===== src/rtl/sram_ctrl_pkg.sv =====
package sram_ctrl_pkg;

  typedef enum logic [2:0] {
    ST_IDLE,
    ST_RD,
    ST_WR_SETUP,
    ST_WR_PULSE,
    ST_WR_HOLD
  } state_e;

  // time in ps -> cycles, rounded up, never below one
  function automatic int unsigned cyc_ceil(int unsigned t_ps, int unsigned p_ps);
    int unsigned c;
    c = (t_ps + p_ps - 1) / p_ps;
    return (c == 0) ? 1 : c;
  endfunction

endpackage


===== src/rtl/sram_ctrl_timer.sv =====
module sram_ctrl_timer #(
  parameter int unsigned CW = 4
) (
  input  logic          clk_i,
  input  logic          rst_ni,
  input  logic          load_i,
  input  logic [CW-1:0] load_val_i,
  output logic          zero_o
);

  logic [CW-1:0] cnt_q;

  always_ff @(posedge clk_i or negedge rst_ni) begin
    if (!rst_ni)              cnt_q <= '0;
    else if (load_i)          cnt_q <= load_val_i;
    else if (cnt_q != '0)     cnt_q <= cnt_q - 1'b1;
  end

  assign zero_o = (cnt_q == '0);

endmodule


===== src/rtl/sram_ctrl_fsm.sv =====
module sram_ctrl_fsm
  import sram_ctrl_pkg::*;
#(
  parameter int unsigned ACC_CYC = 2,
  parameter int unsigned WE_CYC  = 2,
  parameter int unsigned CW      = 2
) (
  input  logic          clk_i,
  input  logic          rst_ni,
  input  logic          req_valid_i,
  input  logic          req_we_i,
  input  logic          tmr_zero_i,
  output logic          tmr_load_o,
  output logic [CW-1:0] tmr_val_o,
  output logic          ready_o,
  output logic          accept_o,
  output logic          cap_o,
  output logic          ce_n_o,
  output logic          oe_n_o,
  output logic          we_n_o,
  output logic          dq_oe_o
);

  localparam logic [CW-1:0] ACC_LD = CW'(ACC_CYC - 1);
  localparam logic [CW-1:0] WE_LD  = CW'(WE_CYC - 1);

  state_e state_q, state_d;
  logic   ce_n_q, oe_n_q, we_n_q, dq_oe_q;

  assign ready_o  = (state_q == ST_IDLE);
  assign accept_o = ready_o && req_valid_i;
  assign cap_o    = (state_q == ST_RD) && tmr_zero_i;

  always_comb begin
    state_d    = state_q;
    tmr_load_o = 1'b0;
    tmr_val_o  = '0;
    unique case (state_q)
      ST_IDLE: begin
        if (req_valid_i) begin
          if (req_we_i) begin
            state_d = ST_WR_SETUP;
          end else begin
            state_d    = ST_RD;
            tmr_load_o = 1'b1;
            tmr_val_o  = ACC_LD;
          end
        end
      end
      ST_RD:       if (tmr_zero_i) state_d = ST_IDLE;
      ST_WR_SETUP: begin
        // bus stays undriven here: doubles as turnaround after a read
        state_d    = ST_WR_PULSE;
        tmr_load_o = 1'b1;
        tmr_val_o  = WE_LD;
      end
      ST_WR_PULSE: if (tmr_zero_i) state_d = ST_WR_HOLD;
      ST_WR_HOLD:  state_d = ST_IDLE;
      default:     state_d = ST_IDLE;
    endcase
  end

  always_ff @(posedge clk_i or negedge rst_ni) begin
    if (!rst_ni) begin
      state_q <= ST_IDLE;
      ce_n_q  <= 1'b1;
      oe_n_q  <= 1'b1;
      we_n_q  <= 1'b1;
      dq_oe_q <= 1'b0;
    end else begin
      state_q <= state_d;
      ce_n_q  <= (state_d == ST_IDLE);
      oe_n_q  <= (state_d != ST_RD);
      we_n_q  <= (state_d != ST_WR_PULSE);
      dq_oe_q <= (state_d == ST_WR_PULSE) || (state_d == ST_WR_HOLD);
    end
  end

  assign ce_n_o  = ce_n_q;
  assign oe_n_o  = oe_n_q;
  assign we_n_o  = we_n_q;
  assign dq_oe_o = dq_oe_q;

endmodule


===== src/rtl/sram_ctrl_dpath.sv =====
module sram_ctrl_dpath #(
  parameter int unsigned AW = 18,
  parameter int unsigned DW = 8
) (
  input  logic          clk_i,
  input  logic          rst_ni,
  input  logic          accept_i,
  input  logic          we_i,
  input  logic [AW-1:0] addr_i,
  input  logic [DW-1:0] wdata_i,
  input  logic          cap_i,
  input  logic [DW-1:0] dq_i,
  output logic [AW-1:0] addr_o,
  output logic [DW-1:0] dq_o,
  output logic          rsp_valid_o,
  output logic [DW-1:0] rsp_rdata_o
);

  logic [AW-1:0] addr_q;
  logic [DW-1:0] wdata_q, rdata_q;
  logic          rsp_q;

  always_ff @(posedge clk_i or negedge rst_ni) begin
    if (!rst_ni) begin
      addr_q  <= '0;
      wdata_q <= '0;
    end else if (accept_i) begin
      addr_q <= addr_i;
      if (we_i) wdata_q <= wdata_i;
    end
  end

  always_ff @(posedge clk_i or negedge rst_ni) begin
    if (!rst_ni) begin
      rdata_q <= '0;
      rsp_q   <= 1'b0;
    end else begin
      rsp_q <= cap_i;
      if (cap_i) rdata_q <= dq_i;
    end
  end

  assign addr_o      = addr_q;
  assign dq_o        = wdata_q;
  assign rsp_valid_o = rsp_q;
  assign rsp_rdata_o = rdata_q;

endmodule


===== src/rtl/sram_ctrl.sv =====
module sram_ctrl
  import sram_ctrl_pkg::*;
#(
  parameter int unsigned CLK_PERIOD_PS = 5000,
  parameter int unsigned T_ACC_PS      = 10000,
  parameter int unsigned T_WP_PS       = 8000,
  parameter int unsigned AW            = 18,
  parameter int unsigned DW            = 8
) (
  input  logic          clk_i,
  input  logic          rst_ni,
  input  logic          req_valid_i,
  output logic          req_ready_o,
  input  logic          req_we_i,
  input  logic [AW-1:0] req_addr_i,
  input  logic [DW-1:0] req_wdata_i,
  output logic          rsp_valid_o,
  output logic [DW-1:0] rsp_rdata_o,
  output logic [AW-1:0] sram_addr_o,
  output logic          sram_ce_no,
  output logic          sram_oe_no,
  output logic          sram_we_no,
  output logic [DW-1:0] sram_dq_o,
  output logic          sram_dq_oe_o,
  input  logic [DW-1:0] sram_dq_i
);

  localparam int unsigned ACC_CYC = cyc_ceil(T_ACC_PS, CLK_PERIOD_PS);
  localparam int unsigned WE_CYC  = cyc_ceil(T_WP_PS, CLK_PERIOD_PS);
  localparam int unsigned MAX_CYC = (ACC_CYC > WE_CYC) ? ACC_CYC : WE_CYC;
  localparam int unsigned CW      = (MAX_CYC > 1) ? $clog2(MAX_CYC) : 1;

  logic          tmr_load, tmr_zero, accept, cap;
  logic [CW-1:0] tmr_val;

  sram_ctrl_timer #(.CW(CW)) u_timer (
    .clk_i      (clk_i),
    .rst_ni     (rst_ni),
    .load_i     (tmr_load),
    .load_val_i (tmr_val),
    .zero_o     (tmr_zero)
  );

  sram_ctrl_fsm #(.ACC_CYC(ACC_CYC), .WE_CYC(WE_CYC), .CW(CW)) u_fsm (
    .clk_i       (clk_i),
    .rst_ni      (rst_ni),
    .req_valid_i (req_valid_i),
    .req_we_i    (req_we_i),
    .tmr_zero_i  (tmr_zero),
    .tmr_load_o  (tmr_load),
    .tmr_val_o   (tmr_val),
    .ready_o     (req_ready_o),
    .accept_o    (accept),
    .cap_o       (cap),
    .ce_n_o      (sram_ce_no),
    .oe_n_o      (sram_oe_no),
    .we_n_o      (sram_we_no),
    .dq_oe_o     (sram_dq_oe_o)
  );

  sram_ctrl_dpath #(.AW(AW), .DW(DW)) u_dpath (
    .clk_i       (clk_i),
    .rst_ni      (rst_ni),
    .accept_i    (accept),
    .we_i        (req_we_i),
    .addr_i      (req_addr_i),
    .wdata_i     (req_wdata_i),
    .cap_i       (cap),
    .dq_i        (sram_dq_i),
    .addr_o      (sram_addr_o),
    .dq_o        (sram_dq_o),
    .rsp_valid_o (rsp_valid_o),
    .rsp_rdata_o (rsp_rdata_o)
  );

endmodule


===== config.mk =====
export PLATFORM = sky130hd
export DESIGN_NAME = sram_ctrl
export DESIGN_NICKNAME = d
export VERILOG_FILES = /design/src/rtl/sram_ctrl_pkg.sv /design/src/rtl/sram_ctrl_timer.sv /design/src/rtl/sram_ctrl_fsm.sv /design/src/rtl/sram_ctrl_dpath.sv /design/src/rtl/sram_ctrl.sv
export SDC_FILE = /design/constraint.sdc
export NUM_CORES = 1
export LEC_CHECK = 0
export ABC_AREA = 1
export CAP_MARGIN = 40
export CORE_AREA = 2 2 69 71
export CTS_CLUSTER_SIZE = 14
export DETAILED_ROUTE_END_ITERATION = 8
export DIE_AREA = 0 0 71 73
export GPL_TIMING_DRIVEN = 0
export MAX_ROUTING_LAYER = met4
export PLACE_DENSITY = 0.75
export SLEW_MARGIN = 5
export SYNTH_ARGS = -nofsm -noshare
export SYNTH_HDL_FRONTEND = slang
export SYNTH_SLANG_ARGS = --single-unit
export TNS_END_PERCENT = 20

===== constraint.sdc =====
create_clock -name clk_i -period 1.57 [get_ports clk_i]
set_clock_uncertainty 0.2 [all_clocks]
set_input_delay 0.314 -clock clk_i [delete_from_list [all_inputs] [get_ports clk_i]]
set_output_delay 0.314 -clock clk_i [all_outputs]
set_load 0.1 [all_outputs]

# --- Word level (Yosys, flattened, before mapping) ---
# Index checks and enable logic that the tools add are counted.
classes:
  n_addsub: 1
  eq_ne: 7
  muxes: 10
  bitwise: 1
  reduce_logical: 6
ops:
  columns: ["operator", "n"]
  rows:
  - ["3-bit one-hot mux with 4 select lines", 1]
  - ["3-bit by 2-bit equality test with 1-bit output, second input constant", 3]
  - ["3-bit 2-to-1 mux", 3]
  - ["3-bit zero test", 2]
  - ["1-bit 2-to-1 mux", 4]
  - ["3-bit by 1-bit equality test with 1-bit output, second input constant", 1]
  - ["3-bit equality test, second input constant", 1]
  - ["3-bit by 1-bit inequality test with 1-bit output, second input constant", 1]
  - ["3-bit by 2-bit inequality test with 1-bit output, second input constant", 1]
  - ["1-bit logical AND", 2]
  - ["2-bit 2-to-1 mux", 1]
  - ["1-bit one-hot mux with 2 select lines", 1]
  - ["2-bit AND reduction", 1]
  - ["1-bit logical OR", 1]
  - ["1-bit inverter", 1]
  - ["1-bit subtractor, second input constant", 1]
totals:
  register_bits: 43
  input_bits: 38
  output_inout_bits: 40
  elab_cells: 35

# --- Logic depth before layout (Yosys ltp) ---
# Gate-level depths: netlist (run 1).
logic_depth:
  ltp_word: 5
  ltp_mapped: 7
  mapped_depth_nobuf: 6

# --- Modules after synthesis ---
# Synthesis (run 1) repeated with hierarchy kept, for this count alone.
hier_totals:
  hier_cells: 185
  hier_area_um2: 1756.7
modules_own_cells:
  columns: ["mod", "instances", "cells_each", "area_each_um2"]
  rows:
  - ["sram_ctrl_dpath", 1, 145, 1398.8]
  - ["sram_ctrl_fsm", 1, 36, 321.6]
  - ["sram_ctrl_timer", 1, 4, 36.3]

# --- Least setup slack after synthesis (run 1) ---
# OpenSTA, ideal clock, no wires.
synth_path:
  path_kind: "flip-flop to output port"
  start: "register u_fsm.state_q[0]"
  end: "output port req_ready_o"
  t_arrival_ns: 1.097
  path_slack_ns: -0.041
  path_stages_with_launch: 6
  cell_sequence: "dfrtp_1 nor2_4 inv_2 nor2_4 buf_6 buf_6"
synth_between:
  elab_chain_len: 1
synth_rtl:
  columns: ["element", "line", "text"]
  rows:
  - ["from (decl)", "sram_ctrl_fsm.sv:27", "state_e state_q, state_d;"]
  - ["from (signal assigned)", "sram_ctrl_fsm.sv:71", "state_q <= state_d;"]
  - ["3-bit zero test", "sram_ctrl_fsm.sv:30", "assign ready_o = (state_q == ST_IDLE);"]
  - ["to (decl)", "sram_ctrl.sv:13", "output logic req_ready_o,"]
# No other way between the ends.

# --- Worst setup path after layout (run 1) ---
layout_path:
  start: "register u_fsm.state_q[2]"
  end: "output port req_ready_o"
# The elaborated chain is that of the path after synthesis.

==> results.sh, run 1 <==
export IMPL_outcome="complete, but fails checks"
export IMPL_violations="setup timing"
export IMPL_setup_slack_ps=-428
export IMPL_firstDrtPassIters=4
export IMPL_detail_route_wirelength_um=4810
export IMPL_synth_area_top_cells="dfrtp_1 59%, nand2_1 17%, nand3_1 5.6%, dfstp_2 4.6%, inv_1 3.1%"
export IMPL_grt_overflow=0
export IMPL_die_y_um=73
export IMPL_wire_per_inst_um=13.2
export IMPL_fin_crit_ps=2000
export IMPL_netlist_top_cells_count="75 x nand2_1, 40 x dfrtp_1, 19 x nand3_1"
export IMPL_syn_area_um2=1700
export IMPL_preCtsSetupSlack_ps=-710
export IMPL_cts_sinks=43
export IMPL_clock_latency_ps=280
export IMPL_grt_pass1_wl_um=7730
export IMPL_die_x_um=71
export IMPL_num_vias=1685
export IMPL_arrival_ps=1480
export IMPL_ios=78
export IMPL_cts_buffers=5
export IMPL_r2r_slack_ps=-30
export IMPL_area_delta_synth_final_pct=96.6
export IMPL_hold_path_class="primary input to asynchronous set/reset pin"
export IMPL_track_usage_pct=19.9
export IMPL_drc=0
export IMPL_setup_viol=6
export IMPL_num_rows=25
export IMPL_synth_cell_types=17
export IMPL_dpl_cell_count=352
export IMPL_dieArea_um2=5180
export IMPL_yosysWarnings=0
export IMPL_r2r_cells=8
export IMPL_final_nets=347
export IMPL_rsz0062_at_grt="yes"
export IMPL_grt_max_degree=34
export IMPL_cts_reportedPaths_clkPinSlew_ps=70
export IMPL_max_freq_ghz=0.501
export IMPL_first_iter_violations=71
export IMPL_cp_data_required_time_ps=1060
export IMPL_r2r_start="u_fsm.state_q[2]$_DFF_PN0_"
export IMPL_start_util_pct=37.6
export IMPL_num_fill_cells=309
export IMPL_postRouteAntennaNets=0
export IMPL_gp_congestion=0.835
export IMPL_reg2reg_to="u_dpath.addr_o[16]$_DFFE_PN0N_"
export IMPL_crit_path_end_kind="output pin"
export IMPL_ctsRootBufferMaster="clkbuf_8"
export IMPL_ys_seq_area_share_pct=63.4
export IMPL_slew_headroom_pct=81.1
export IMPL_stdcell_count=364
export IMPL_num_antenna_cells=0
export IMPL_hpwlAfterDp_um=3400
export IMPL_grt_pass1_vias=1700
export IMPL_synth_edf_count=0
export IMPL_tightest_slew_ps=283
export IMPL_start_kind="register"
export IMPL_synth_cells=180
export IMPL_hold_ws_ps=243
export IMPL_slew_violations=0
export IMPL_yosysTopAreaCell="dfrtp_1"
export IMPL_drive_gt1_share_pct=35.2
export IMPL_core_area_um2=4540
export IMPL_yosys_cell_count_top_type="nand2_1"
export IMPL_hold_viol=0
export IMPL_avgViaCountPerCell=4.63
export IMPL_maxCapViolations=0
export IMPL_synth_area_per_cell_um2=9.47
export IMPL_io_buffer_count=77
export IMPL_antenna_found_initial=0
export IMPL_syn_num_nets=218
export IMPL_ys_async_sr_fraction_pct=100
export IMPL_cts_buffer_depth=2
export IMPL_synth_seq_cells=43
export IMPL_path_class="register to output pin"
export IMPL_h_tree_depth=2
export IMPL_critPathMaxFanout=7
export IMPL_cts_tree="done"
export IMPL_synth_main_ff_cell="dfrtp_1"
export IMPL_synth_top_area_share_pct=58.7
export IMPL_fin_crit_sh_pct=127
==> sequential cells by signal, indices dropped and copies added (netlist names) <==
name,flops
u_fsm.ce_n_o,1
u_fsm.dq_oe_o,1
u_fsm.we_n_o,1
u_timer.cnt_q,1
u_dpath.dq_o,8
u_fsm.oe_n_o,1
u_dpath.addr_o,18
u_dpath.rsp_valid_o,1
u_dpath.rsp_rdata_o,8
u_fsm.state_q,3
==> worst max-delay path by stage <==
stage	slack (ps)	startpoint	end
detailed placement	-710	u_fsm.state_q[0]$_DFF_PN0_	req_ready_o
global placement	-1130	rst_ni	u_dpath.rsp_rdata_o[2]$_DFFE_PN0P_
global route	-520	u_fsm.state_q[2]$_DFF_PN0_	req_ready_o
CTS	-470	u_fsm.state_q[2]$_DFF_PN0_	req_ready_o
floorplan	10	u_fsm.state_q[0]$_DFF_PN0_	req_ready_o
finish	-430	u_fsm.state_q[2]$_DFF_PN0_	req_ready_o
==> logic make-up after synthesis <==
logic type | after synthesis | synth area share (%)
AO/OA/AOI/OAI | 11 | 3.23
flip-flops | 43 | 63.4
AND/OR/NAND/NOR | 104 | 27.0
buffers and inverters | 22 | 6.39
==> critical path, stage by stage, from the launching register on <==
cell     delay [ps]
dfrtp_2         440
nor2_4          160
inv_2            70
nor2_4          120
buf_6           140
buf_12          110
buf_12          160
==> what timing repair did <==
item | CTS | global route
hold buffers | 1 | 0
pin swaps | 0 | 5
resized for setup | 175 | 8
endpoints found under the setup margin | 50 | 31
endpoints found under the hold margin | 40 | 0
buffers inserted | 2 | 6
==> cells in the final DEF (no fill, tap or decap), drive strengths merged <==
cell type / count
inv: 16
nand3: 20
nor3: 2
dfstp: 3
clkdlybuf4s50: 36
a21oi: 2
nand4: 1
buf: 91
dfrtp: 40
clkbuf: 7
nor2: 4
o21ai: 9
nand2: 76
dlygate4sd3: 1
nor4: 1
bufinv: 1
==> layer usage <==
metal | vias to the layer above | track usage [%] | share of wire (%)
met5 | - | - | 0
met4 | 0 | 6.92 | 1.7
met3 | 10 | 5.80 | 5.8
met2 | 62 | 33.3 | 53
met1 | 794 | 23.0 | 39
li1 | 819 | - | -
==> final cells by class <==
cell class              instances  area [µm²]  area share, %
flip-flops and latches         43        1080           32.3
clock inverters                 1        30.0          0.896
well taps                      54        67.6           2.02
inverters                      16        60.1           1.79
repair buffers                122        1450           43.2
plain buffers                   6        63.8           1.90
multi-input cells             115         526           15.7
clock buffers                   7        76.3           2.28
==> metrics by stage <==
step                      utilization, %  cell area (µm²)  setup TNS, ps
after floorplan                        -             1710              0
final                               73.9             3350           -512
after global placement              56.2             2550         -70220
after CTS                           73.3             3320           -466
after global routing                73.9             3350          -1900
after detailed placement            70.4             3190          -7440
Power of run 1 is left out: the tool's default activity adds up to more than one toggle a clock period on the data nets, which glitch-free logic cannot reach.
==> run 2: changes to the inputs <==
CAP_MARGIN = default   (was 40)
PLACE_DENSITY = 0.87   (was 0.75)
SKIP_LAST_GASP = 1   (was default)
==> run 2 against run 1 <==
  * Hold slack improved by 29 ps
  * Sequential share of layout area rose by 7.4 points
  * Core utilization fell by 14 points
  * Design area is 19% lower
  * Largest cell class is now sequential cells
  * The run still ends with setup timing left
  * Register-to-register slack hardly changed
  * Critical path depth shrank 1
  * Die area is the same
  * Worst setup slack better by 190 ps
  * Count of clock-buffer cells in the layout is 1 higher
  * Non-clock buffer count is 38 lower
  * Final cell count is 10% lower
  * Maximum frequency up 10%
==> results.sh, run 2 (synthesis results as in run 1) <==
export IMPL_cts_buffer_depth=2
export IMPL_ctsRootBufferMaster="clkbuf_8"
export IMPL_largest_reg_flops=18
export IMPL_num_fill_cells=418
export IMPL_die_y_um=73
export IMPL_grt_max_degree=29
export IMPL_grt_pass1_wl_um=6400
export IMPL_grt_pass1_vias=1404
export IMPL_wire_per_inst_um=12.4
export IMPL_cts_reportedPaths_clkPinSlew_ps=70
export IMPL_reg2reg_to="u_dpath.dq_o[6]$_DFFE_PN0P_"
export IMPL_stdcell_area_um2=2730
export IMPL_violations="setup timing"
export IMPL_ios=78
export IMPL_crit_path_end_kind="output pin"
export IMPL_num_antenna_cells=0
export IMPL_slew_headroom_pct=62.7
export IMPL_gp_congestion=0.781
export IMPL_layout_commonest_cell="nand2_1"
export IMPL_final_nets=310
export IMPL_outcome="complete, but fails checks"
export IMPL_first_iter_violations=103
export IMPL_dieArea_um2=5180
export IMPL_cts_tree="done"
export IMPL_drive_gt1_share_pct=26.7
export IMPL_hold_path_class="register to register"
export IMPL_rsz0062_at_grt="yes"
export IMPL_hpwlAfterDp_um=2890
export IMPL_area_delta_synth_final_pct=60.1
export IMPL_die_x_um=71
export IMPL_r2r_slack_ps=-30
export IMPL_avgViaCountPerCell=4.65
export IMPL_fin_crit_sh_pct=115
export IMPL_maxCapViolations=0
export IMPL_critPathMaxFanout=2
export IMPL_cts_sinks=43
export IMPL_drc=0
export IMPL_cts_buffers=5
export IMPL_mostFrequentLayoutCells="75 x nand2_1, 39 x dfrtp_1, 36 x clkdlybuf4s50_1"
export IMPL_hold_viol=0
export IMPL_tightest_slew_ps=562
export IMPL_crit_start="u_fsm.state_q[0]$_DFF_PN0_"
export IMPL_track_usage_pct=16.3
export IMPL_r2r_cells=5
export IMPL_cp_data_required_time_ps=1060
export IMPL_fin_crit_ps=1810
export IMPL_slew_violations=0
export IMPL_firstDrtPassIters=4
export IMPL_place_area_um2=2570
export IMPL_r2r_start="u_fsm.state_q[1]$_DFF_PN0_"
export IMPL_h_tree_depth=2
export IMPL_detail_route_wirelength_um=4050
export IMPL_core_area_um2=4540
export IMPL_start_kind="register"
export IMPL_io_buffer_count=77
export IMPL_antenna_found_initial=0
export IMPL_start_util_pct=37.6
export IMPL_clock_latency_ps=280
export IMPL_num_vias=1520
export IMPL_arrival_ps=1290
export IMPL_num_rows=25
export IMPL_crit_path_end="req_ready_o"
export IMPL_setup_viol=42
export IMPL_setup_slack_ps=-238
export IMPL_path_class="register to output pin"
export IMPL_postRouteAntennaNets=0
export IMPL_max_freq_ghz=0.553
export IMPL_grt_overflow=0
run 2: what timing repair did:
| action | in CTS | in global routing |
|---|---|---|
| pin swaps | 2 | 3 |
| endpoints found under the hold margin | 14 | 0 |
| hold buffers | 1 | 0 |
| endpoints found under the setup margin | 50 | 64 |
| buffers inserted | 6 | 0 |
| resized for setup | 157 | 34 |
| gates cloned | 0 | 1 |
run 2: worst max-delay path, stage by stage (launching register included):
cell and delay, ps:
dfrtp_1 420, nor2_4 140, inv_2 60, nor2_4 100, buf_6 130, buf_12 160
run 2: through the flow:
step	setup TNS [ps]	hold slack [ps]	utilization, %	setup slack, ps	cells
global placement	-67270	252	56.2	-1090	311
global route	-6140	290	60.2	-292	327
detailed placement	-23430	62.6	56.6	-1150	312
CTS	-5260	279	60.4	-269	326
finish	-3180	272	60.2	-238	327
floorplan	0	-182	-	13.7	180
run 2: layout make-up:
class	instances	area, µm²	area share, %
buffer	5	37.5	1.38
timing repair buffer	85	840	30.8
sequential	43	1080	39.6
multi-input combinational	116	541	19.8
tap	54	67.6	2.48
clock buffer	8	100	3.67
inverter	16	62.6	2.29
run 2: worst min path at each step:
stage	cells after the start	endpoint	from
finish	2	u_dpath.addr_o[0]$_DFFE_PN0N_	u_dpath.addr_o[0]$_DFFE_PN0N_
global route	2	u_dpath.addr_o[4]$_DFFE_PN0N_	rst_ni
CTS	2	u_dpath.addr_o[7]$_DFFE_PN0N_	rst_ni
detailed placement	1	u_dpath.addr_o[7]$_DFFE_PN0N_	rst_ni
global placement	2	u_dpath.addr_o[16]$_DFFE_PN0N_	u_dpath.addr_o[16]$_DFFE_PN0N_
floorplan	0	u_dpath.addr_o[0]$_DFFE_PN0N_	rst_ni
run 2: per-layer routing:
metal  track usage, %  routed length [µm]
met2             27.4                2110
met1             18.5                1600
met5                -                   0
met4             5.03                  78
met3             5.25                 270
Power of run 2 is left out for the same reason.
==> run 3: changes to the inputs <==
GPL_ROUTABILITY_DRIVEN = 0   (was default)
==> results of run 3 <==
No change in the layout: final DEF, timing and power equal those of run 2.
Power of run 3 is left out for the same reason.
